`config.mk`:
```
export PLATFORM = sky130hd
export DESIGN_NAME = lpm_seq_ctrl
export DESIGN_NICKNAME = d
export VERILOG_FILES = /design/src/rtl/lpm_pkg.sv /design/src/rtl/lpm_rst_sync.sv /design/src/rtl/lpm_prescaler.sv /design/src/rtl/lpm_settle_counter.sv /design/src/rtl/lpm_fsm.sv /design/src/rtl/lpm_seq_ctrl.sv
export SDC_FILE = /design/constraint.sdc
export NUM_CORES = 1
export LEC_CHECK = 0
export ABC_AREA = 0
export ABC_CLOCK_PERIOD_IN_PS = 1490
export BUFFER_PORTS_ARGS = -buffer_cell sky130_fd_sc_hd__clkbuf_2
export CORE_ASPECT_RATIO = 1.1
export CORE_MARGIN = 4
export CORE_UTILIZATION = 50
export DETAILED_ROUTE_END_ITERATION = 6
export PLACE_DENSITY = 0.8
export SLEW_MARGIN = 20
export SYNTH_ARGS = -nofsm -noshare
export SYNTH_HDL_FRONTEND = slang
export SYNTH_SLANG_ARGS = --single-unit
```
`constraint.sdc`:
```
create_clock -name clk -period 1.49 [get_ports clk]
set_input_delay 0.149 -clock clk [delete_from_list [all_inputs] [get_ports clk]]
set_output_delay 0.149 -clock clk [all_outputs]
set_load 0.02 [all_outputs]
```
`src/rtl/lpm_pkg.sv`:
```
package lpm_pkg;
  typedef enum logic [2:0] {
    LP_RUN    = 3'd0,
    LP_SLEEP  = 3'd1,
    LP_DEEP   = 3'd2,
    LP_STBY   = 3'd3,
    LP_SETTLE = 3'd4
  } lp_state_e;

  localparam logic [1:0] ST_RUN   = 2'b00;
  localparam logic [1:0] ST_SLEEP = 2'b10;
  localparam logic [1:0] ST_STBY  = 2'b01;
endpackage

```
`src/rtl/lpm_rst_sync.sv`:
```
module lpm_rst_sync (
  input  logic clk,
  input  logic rst_n,
  output logic rst_sync_n
);
  logic [1:0] sync_q;

  always_ff @(posedge clk or negedge rst_n) begin
    if (!rst_n) sync_q <= 2'b00;
    else        sync_q <= {sync_q[0], 1'b1};
  end

  assign rst_sync_n = sync_q[1];
endmodule

```
`src/rtl/lpm_prescaler.sv`:
```
module lpm_prescaler #(
  parameter int CKS_W = 3
) (
  input  logic             clk,
  input  logic             rst_n,
  input  logic             restart,
  input  logic             run_en,
  input  logic [CKS_W-1:0] cks,
  output logic             tick
);
  localparam int PRESC_W = 2 * ((1 << CKS_W) - 1) + 1;
  localparam int SH_W    = $clog2(PRESC_W) + 1;

  logic [PRESC_W-1:0] presc_q, presc_d, limit;

  always_comb begin
    limit = (PRESC_W'(1) << (SH_W'(cks) * SH_W'(2) + SH_W'(1))) - PRESC_W'(1);
    tick  = run_en && (presc_q == limit);
    if (restart)   presc_d = '0;
    else if (tick) presc_d = '0;
    else if (run_en) presc_d = presc_q + PRESC_W'(1);
    else           presc_d = presc_q;
  end

  always_ff @(posedge clk or negedge rst_n) begin
    if (!rst_n) presc_q <= '0;
    else        presc_q <= presc_d;
  end

  // the divide is at least two, so a tick never repeats on the next clock
  p_tick_spaced_r7: assert property (@(posedge clk) disable iff (!rst_n)
    tick |=> !tick);
endmodule

```
`src/rtl/lpm_settle_counter.sv`:
```
module lpm_settle_counter #(
  parameter int CNT_W = 8
) (
  input  logic             clk,
  input  logic             rst_n,
  input  logic             load,
  input  logic [CNT_W-1:0] preload,
  input  logic             tick,
  output logic             overflow
);
  localparam logic [CNT_W-1:0] CNT_MAX = '1;

  logic [CNT_W-1:0] cnt_q, cnt_d;

  always_comb begin
    overflow = tick && (cnt_q == CNT_MAX);
    if (load)      cnt_d = preload;
    else if (tick) cnt_d = cnt_q + CNT_W'(1);
    else           cnt_d = cnt_q;
  end

  always_ff @(posedge clk or negedge rst_n) begin
    if (!rst_n) cnt_q <= '0;
    else        cnt_q <= cnt_d;
  end

  p_cnt_step_r7: assert property (@(posedge clk) disable iff (!rst_n)
    (tick && !load) |=> (cnt_q == $past(cnt_q) + CNT_W'(1)));

  p_cnt_load_r7: assert property (@(posedge clk) disable iff (!rst_n)
    load |=> (cnt_q == $past(preload)));
endmodule

```
`src/rtl/lpm_fsm.sv`:
```
module lpm_fsm
  import lpm_pkg::*;
(
  input  logic      clk,
  input  logic      rst_n,
  input  logic      sleep_strobe,
  input  logic      standby_sel,
  input  logic      deep_sel,
  input  logic      wake,
  input  logic      rtc_in_use,
  input  logic      settle_done,
  output lp_state_e state,
  output logic      settle_start,
  output logic      timer_clr
);
  lp_state_e state_d;
  logic      enter_req;
  logic      timer_clr_d;

  always_comb begin
    enter_req    = sleep_strobe && !wake;
    settle_start = (state == LP_STBY) && wake;
    state_d      = state;
    case (state)
      LP_RUN: begin
        if (enter_req) begin
          if (standby_sel)   state_d = LP_STBY;
          else if (deep_sel) state_d = LP_DEEP;
          else               state_d = LP_SLEEP;
        end
      end
      LP_SLEEP, LP_DEEP: if (wake) state_d = LP_RUN;
      LP_STBY:           if (wake) state_d = LP_SETTLE;
      LP_SETTLE:         if (settle_done) state_d = LP_RUN;
      default:           state_d = LP_RUN;
    endcase
    timer_clr_d = (state == LP_RUN) && enter_req && standby_sel && !rtc_in_use;
  end

  always_ff @(posedge clk or negedge rst_n) begin
    if (!rst_n) begin
      state     <= LP_RUN;
      timer_clr <= 1'b0;
    end else begin
      state     <= state_d;
      timer_clr <= timer_clr_d;
    end
  end

  p_cancel_entry_r8: assert property (@(posedge clk) disable iff (!rst_n)
    (state == LP_RUN && sleep_strobe && wake) |=> (state == LP_RUN));

  p_sleep_wake_r5: assert property (@(posedge clk) disable iff (!rst_n)
    ((state == LP_SLEEP || state == LP_DEEP) && wake) |=> (state == LP_RUN));

  p_settle_hold_r7: assert property (@(posedge clk) disable iff (!rst_n)
    (state == LP_SETTLE && !settle_done) |=> (state == LP_SETTLE));

  p_clr_single_r6: assert property (@(posedge clk) disable iff (!rst_n)
    timer_clr |=> !timer_clr);

  p_clr_with_stby_r6: assert property (@(posedge clk) disable iff (!rst_n)
    timer_clr |-> (state == LP_STBY));

  p_strobe_ignored_r10: assert property (@(posedge clk) disable iff (!rst_n)
    ((state == LP_SLEEP || state == LP_DEEP) && !wake) |=> $stable(state));
endmodule

```
`src/rtl/lpm_seq_ctrl.sv`:
```
module lpm_seq_ctrl
  import lpm_pkg::*;
#(
  parameter int CNT_W = 8,
  parameter int CKS_W = 3,
  parameter int IRL_W = 4
) (
  input  logic             clk,
  input  logic             rst_n,
  input  logic             sleep_strobe_i,
  input  logic             standby_sel_i,
  input  logic             deep_sel_i,
  input  logic             nmi_i,
  input  logic [IRL_W-1:0] irl_i,
  input  logic             periph_irq_i,
  input  logic             rtc_in_use_i,
  input  logic [CNT_W-1:0] wdt_preload_i,
  input  logic [CKS_W-1:0] wdt_cks_i,
  output logic             cpu_clk_en_o,
  output logic             per_clk_en_o,
  output logic             clkout_en_o,
  output logic [1:0]       status_o,
  output logic             timer_start_clr_o
);
  logic      rst_sync_n;
  logic      wake;
  logic      settle_start;
  logic      settle_done;
  logic      presc_tick;
  lp_state_e state;

  assign wake = nmi_i || (irl_i != '0) || periph_irq_i;

  lpm_rst_sync u_rst_sync (
    .clk        (clk),
    .rst_n      (rst_n),
    .rst_sync_n (rst_sync_n)
  );

  lpm_fsm u_fsm (
    .clk          (clk),
    .rst_n        (rst_sync_n),
    .sleep_strobe (sleep_strobe_i),
    .standby_sel  (standby_sel_i),
    .deep_sel     (deep_sel_i),
    .wake         (wake),
    .rtc_in_use   (rtc_in_use_i),
    .settle_done  (settle_done),
    .state        (state),
    .settle_start (settle_start),
    .timer_clr    (timer_start_clr_o)
  );

  lpm_prescaler #(.CKS_W(CKS_W)) u_presc (
    .clk     (clk),
    .rst_n   (rst_sync_n),
    .restart (settle_start),
    .run_en  (state == LP_SETTLE),
    .cks     (wdt_cks_i),
    .tick    (presc_tick)
  );

  lpm_settle_counter #(.CNT_W(CNT_W)) u_settle (
    .clk      (clk),
    .rst_n    (rst_sync_n),
    .load     (settle_start),
    .preload  (wdt_preload_i),
    .tick     (presc_tick),
    .overflow (settle_done)
  );

  always_comb begin
    cpu_clk_en_o = 1'b1;
    per_clk_en_o = 1'b1;
    clkout_en_o  = 1'b1;
    status_o     = ST_RUN;
    case (state)
      LP_SLEEP: begin
        cpu_clk_en_o = 1'b0;
        status_o     = ST_SLEEP;
      end
      LP_DEEP: begin
        cpu_clk_en_o = 1'b0;
        clkout_en_o  = 1'b0;
        status_o     = ST_SLEEP;
      end
      LP_STBY, LP_SETTLE: begin
        cpu_clk_en_o = 1'b0;
        per_clk_en_o = 1'b0;
        clkout_en_o  = 1'b0;
        status_o     = ST_STBY;
      end
      default: ;
    endcase
  end

  p_stby_gated_r2: assert property (@(posedge clk) disable iff (!rst_sync_n)
    (status_o == ST_STBY) |-> (!cpu_clk_en_o && !per_clk_en_o && !clkout_en_o));

  p_cpu_gated_r3: assert property (@(posedge clk) disable iff (!rst_sync_n)
    (status_o != ST_RUN) |-> !cpu_clk_en_o);

  p_reset_run_r9: assert property (@(posedge clk)
    !rst_n |-> (cpu_clk_en_o && per_clk_en_o && clkout_en_o && status_o == ST_RUN));
endmodule

```
==> results.py, run 1 <==
metrics = {
    "placement": {
        "post-place-ws_ps": -902,
        "dp_hpwl_um": 3570,
        "portBuffers": 28,
        "place_area_sq_um": 2470,
        "dp.cells": 334,
        "gp_congestion": 0.881,
    },
    "sta": {
        "max_clock_freq_mhz": 463,
        "fin_crit_sh_pct": 145,
        "setup_viol": 29,
        "whs_ps": 30.4,
        "setup_slack_ps": -672,
        "fin_skew_ps": 7.02,
        "rsz0062_at_grt": "true",
        "period_minus_slack_ps": 2160,
        "setup_tns_ps": -14170,
        "slew_violations": 0,
        "hold_viol_final": 0,
    },
    "logic_synthesis": {
        "synth-adder-area-share_pct": 1.94,
        "synth_compound_area_share_pct": 16.2,
        "synth_top_family_by_area": "simple AND/OR/NAND/NOR gates",
        "synthesis.nets": 241,
        "synth_common_cells": "nor2_1 (31), dfrtp_1 (29), nand3_1 (15), nand2_1 (14), xor2_1 (11)",
        "muxShareOfSynthArea_pct": 1.10,
        "synthArstFlopShare_pct": 100,
        "yosysTopAreaCell": "dfrtp_1",
        "synthFlopType": "dfrtp_1",
        "synthXorXnorAreaFrac_pct": 7.70,
        "synth_edf_count": 0,
        "yosysMostFrequentCell": "nor2_1",
        "yosys.area_share.simple_pct": 30.1,
        "syn_area_sq_um": 1930,
        "seq_area_frac_synth_pct": 37.5,
        "ys_seq_elements": 29,
        "yosys_warnings": 0,
        "syn-instance-count": 215,
        "synth_cell_types": 54,
        "synth.area.top_cells": "dfrtp_1 (38%), nor2_1 (6.0%), xor2_1 (5.0%)",
        "synth_top_area_share_pct": 37.5,
        "avgSynthCellArea_sq_um": 9.00,
    },
    "critical_path": {
        "end_kind": "register",
        "crit_path_end": "u_settle.cnt_q[3]",
        "start_kind": "register",
        "regToRegSetupSlack_ps": -670,
        "r2r_cells": 6,
        "crit_path_max_fanout": 6,
        "crit_type": "reg -> reg",
        "crit_start": "u_fsm.state[1]",
        "cp.required_ps": 1680,
        "r2r-end": "u_settle.cnt_q[3]",
        "r2r_start": "u_fsm.state[1]",
        "cp.arrival_ps": 2350,
    },
    "run_status": {
        "status": "finished with violations",
        "violations": "negative setup slack",
    },
    "layout": {
        "nNetsFinal": 336,
        "final_cells": 360,
        "final_cell_area_sq_um": 3000,
        "fin_util_pct": 81.6,
        "area_growth_pct": 55.3,
        "num_antenna_cells": 0,
        "drive_above_1_share_pct": 47.4,
    },
    "detailed_routing": {
        "viasPerCell": 6.15,
        "drt-total-wl_um": 7160,
        "post_drt_wl_per_cell_um": 19.9,
        "vias": 2213,
        "drt-initial-drc-count": 210,
        "antenna_left": 0,
        "drc": 0,
        "dr.pass1.iters": 5,
    },
    "power": {
        "total_power_mw": 1.95,
        "irDropWorstVdd_mv": 0.601,
        "power_density_nw_per_um2": 648,
        "leakagePower_nw": 1.22,
    },
    "floorplan": {
        "core.rowCount": 23,
        "core_sq_um": 3680,
        "dieWidth_um": 67.3,
        "dieArea_sq_um": 4930,
        "die_y_um": 73.2,
        "io_pins": 29,
        "start_util_pct": 52.5,
    },
    "run": {
        "maxCapViolCount": 0,
    },
    "clock_network": {
        "worst_skew_pair.late_latency_ps": 290,
        "numCtsBuffers": 5,
        "ctsHtreeMaxLevel": 2,
        "cts_tree": "done",
        "clock_path_buffers": 2,
        "clkTransAtPathRegs_ps": 70,
        "clkSinkCount": 29,
        "root_buffer": "clkbuf_8",
    },
    "grt": {
        "grt_max_degree": 28,
        "antenna_found_initial": 0,
        "grt_pass1_vias": 2033,
        "grt_pass1_wl_um": 9050,
        "grt_use_total_pct": 24.6,
        "grt_overflow": 0,
    },
    "hold_path": {
        "hold_depth": 2,
        "min_path_type": "in -> reg",
    },
}
layout make-up:
cell class / count / area [sq um]
fill: 203 / 679
tap: 50 / 62.6
clock buffer: 7 / 86.3
timing repair buffer: 93 / 723
inverter: 10 / 42.5
sequential: 29 / 726
multi-input combinational: 171 / 1360
sequential cells by signal, indices dropped and copies added, names as in the netlist:
signal and count:
u_presc.presc_q 15, u_fsm.timer_clr 1, u_settle.cnt_q 8, u_rst_sync.sync_q 2
u_fsm.state 3
critical path, cell delays in order (launching register included):
cell and delay (ps):
dfrtp_1 430, nor3b_4 250, and3_4 220, o311a_4 230, nand4_4 130, or4_1 570
a31oi_1 230
cell usage in the layout, fill, tap and decap left out, types with 4 or more instances in the layout:
cell	n
and3_1	6
dfrtp_1	29
nor3_4	4
buf_4	55
nor2_1	25
a31oi_1	10
nor2_2	5
a21oi_1	4
xnor2_1	5
buf_6	9
clkbuf_2	22
xor2_1	10
clkbuf_8	7
nand2_1	14
inv_1	6
or4_1	4
nand3_1	15
cell families (layout without fill, tap and decap cells):
logic type	Yosys count	in the layout
and+or+nand+nor	105	106
AOI/OAI and AO/OA	41	42
DFF	29	29
xor gates and xnor gates	17	17
buffers and inverters	17	110
adders and majority gates	3	3
muxes	2	2
other	1	1
report_power, final:
group	total (mW)	internal [mW]	switching [mW]
sequential	0.839	0.815	0.0247
combinational	0.432	0.208	0.224
clock	0.674	0.366	0.308
metal layers:
layer | global-route usage [%] | vias up | routed length, um
met5 | 0 | - | 0
met4 | 11.3 | 0 | 346
met3 | 5.08 | 46 | 473
met2 | 44.0 | 136 | 3590
met1 | 27.5 | 1058 | 2750
li1 | - | 973 | -
worst min-delay path by stage:
stage	startpoint	end	slack (ps)
floorplan	rst_n	u_rst_sync.sync_q[0]	-150
global placement	rst_n	u_rst_sync.sync_q[0]	-60
detailed placement	rst_n	u_rst_sync.sync_q[0]	-60
CTS	rtc_in_use_i	u_fsm.timer_clr	10
global route	rtc_in_use_i	u_fsm.timer_clr	20
finish	rtc_in_use_i	u_fsm.timer_clr	30
timing repair:
| action | CTS | global route |
|---|---|---|
| pin swaps | 20 | 15 |
| gates cloned | 1 | 1 |
| gates resized for setup | 26 | 38 |
| setup endpoints to repair | 27 | 29 |
| hold buffers | 1 | 0 |
| hold endpoints to repair | 2 | 0 |
| setup buffers | 7 | 9 |
Note: power is estimated with default switching activity, not from simulation.
==> inputs of run 2 (changes only) <==
--- a/config.mk
+++ b/config.mk
@@ -7,7 +7,7 @@
 export LEC_CHECK = 0
 export ABC_AREA = 0
 export ABC_CLOCK_PERIOD_IN_PS = 1490
-export BUFFER_PORTS_ARGS = -buffer_cell sky130_fd_sc_hd__clkbuf_2
+export BUFFER_PORTS_ARGS = -buffer_cell sky130_fd_sc_hd__buf_2
 export CORE_ASPECT_RATIO = 1.1
 export CORE_MARGIN = 4
 export CORE_UTILIZATION = 50
==> results.py, run 2 (same netlist as run 1, synthesis figures left out) <==
metrics = {
    "placement": {
        "portBuffers": 28,
        "gp_congestion": 0.878,
        "dp_hpwl_um": 3520,
        "place_area_sq_um": 2520,
    },
    "grt": {
        "grt_use_total_pct": 26.1,
        "grt_pass1_wl_um": 9540,
        "grt_max_degree": 28,
        "grt_overflow": 0,
        "antenna_found_initial": 0,
        "grt_pass1_vias": 2137,
    },
    "critical_path": {
        "start_kind": "register",
        "r2r_start": "u_presc.presc_q[2]",
        "crit_type": "reg -> reg",
        "end_kind": "register",
        "cp.arrival_ps": 2410,
        "crit_start": "u_presc.presc_q[2]",
        "cpMaxStageDelayCell": "or4_4",
        "path_cells": "or4_4, nor3_4, buf_4, o211ai_4, or3_1, a31oi_1",
        "crit_path_max_fanout": 6,
        "cpPeakStageDelay_ps": 580,
        "cp.required_ps": 1690,
    },
    "detailed_routing": {
        "drt-initial-drc-count": 544,
        "viasPerCell": 6.53,
        "vias": 2408,
        "drt-total-wl_um": 8480,
        "dr.pass1.iters": 7,
        "drc": 0,
        "antenna_left": 0,
        "post_drt_wl_per_cell_um": 23.0,
    },
    "floorplan": {
        "core_sq_um": 3680,
        "die_y_um": 73.2,
        "core.rowCount": 23,
        "dieWidth_um": 67.3,
        "io_pins": 29,
        "start_util_pct": 52.5,
        "dieArea_sq_um": 4930,
    },
    "run": {
        "maxCapViolCount": 0,
    },
    "clock_network": {
        "worst_skew_pair.late_latency_ps": 300,
        "clock_path_buffers": 2,
        "root_buffer": "clkbuf_8",
        "cts_tree": "done",
        "ctsHtreeMaxLevel": 2,
        "numCtsBuffers": 5,
        "clkSinkCount": 29,
        "clkTransAtPathRegs_ps": 70,
    },
    "hold_path": {
        "min_path_type": "in -> reg",
        "holdCritStartpoint": "rtc_in_use_i",
    },
    "layout": {
        "area_growth_pct": 61.4,
        "layout_commonest_cell": "buf_4",
        "top_regs": "u_presc.presc_q: 15 flops, u_settle.cnt_q: 8 flops, u_fsm.state: 3 flops",
        "num_antenna_cells": 0,
        "final_cell_area_sq_um": 3120,
        "top_register": "u_presc.presc_q",
        "final_cell_mix": "buf_4 (60), dfrtp_1 (29), nor2_1 (28)",
        "fin_util_pct": 84.8,
        "nNetsFinal": 344,
        "largest_reg_flops": 15,
        "drive_above_1_share_pct": 49.8,
        "seq_area_sq_um": 726,
        "multi_input_area_sq_um": 1400,
        "fillers": 171,
    },
    "sta": {
        "max_clock_freq_mhz": 453,
        "whs_ps": 24.9,
        "setup_tns_ps": -15270,
        "fin_crit_sh_pct": 148,
        "rsz0062_at_grt": "true",
        "fin_skew_ps": 9.62,
        "hold_viol_final": 0,
        "period_minus_slack_ps": 2210,
        "slew_violations": 0,
        "setup_slack_ps": -716,
        "setup_viol": 29,
    },
    "power": {
        "power_density_nw_per_um2": 651,
        "total_power_mw": 2.03,
        "leakagePower_nw": 1.27,
        "irDropWorstVdd_mv": 0.739,
    },
    "run_status": {
        "status": "finished with violations",
        "violations": "negative setup slack",
    },
}
-- run 2: cell count changes in the layout (fill, tap and decap cells not counted), moves of 3 or more --
cell	delta
buf_2	+21
clkbuf_2	-22
nor2_2	-3
nor2_1	+3
a31oi_1	-3
buf_4	+5
buf_6	+8
-- run 2: repair_timing --
action	CTS	global route
hold buffers	1	0
setup endpoints to repair	28	29
pin swaps	26	24
resized for setup	26	46
gates cloned	1	0
buffers inserted	6	17
endpoints found under the hold margin	2	0
-- run 2: cell type report --
| type | count | area share (%) |
|---|---|---|
| Multi-Input combinational cell | 170 | 44.7 |
| Timing Repair Buffer | 102 | 25.5 |
| Sequential cell | 29 | 23.2 |
| Clock buffer | 7 | 3.08 |
| Clock inverter | 1 | 0.160 |
| Inverter | 10 | 1.28 |
| Tap cell | 50 | 2.00 |
-- run 2: final timing paths --
kind,end,slack [ps],cells after the start
setup reg to reg,u_settle.cnt_q[1],-720,6
hold reg to reg,u_settle.cnt_q[6],240,1
hold / removal,u_fsm.timer_clr,20,2
min in group asynchronous,u_rst_sync.sync_q[0],150,2
max in group asynchronous,u_presc.presc_q[1],990,1
setup / recovery,u_settle.cnt_q[1],-720,6
-- run 2: layer usage --
layer / track usage, % / wire length [um] / vias up
met5: 0 / 0 / -
met4: 12.8 / 496 / 0
met3: 7.24 / 658 / 62
met2: 45.6 / 4150 / 186
met1: 28.5 / 3180 / 1175
li1: - / - / 985
-- run 2: per-stage QoR --
| stage | worst slack [ps] | cells |
|---|---|---|
| 4_1_cts | -567 | 355 |
| 3_3_place_gp | -700 | 339 |
| 3_5_place_dp | -843 | 339 |
| 5_1_grt | -843 | 369 |
| 6_report | -716 | 369 |
| 2_1_floorplan | -513 | 215 |
-- run 2: report_power, final --
part           switching (mW)  total, mW  internal, mW
clock                   0.333      0.750         0.417
sequential             0.0260      0.840         0.815
combinational           0.229      0.444         0.214
-- run 2: critical path: cells and delay by family (launching register included) --
kind	cells	cell delay, ps
compound gates	2	400
buf+inv	1	160
flops	1	410
simple gates	3	1150
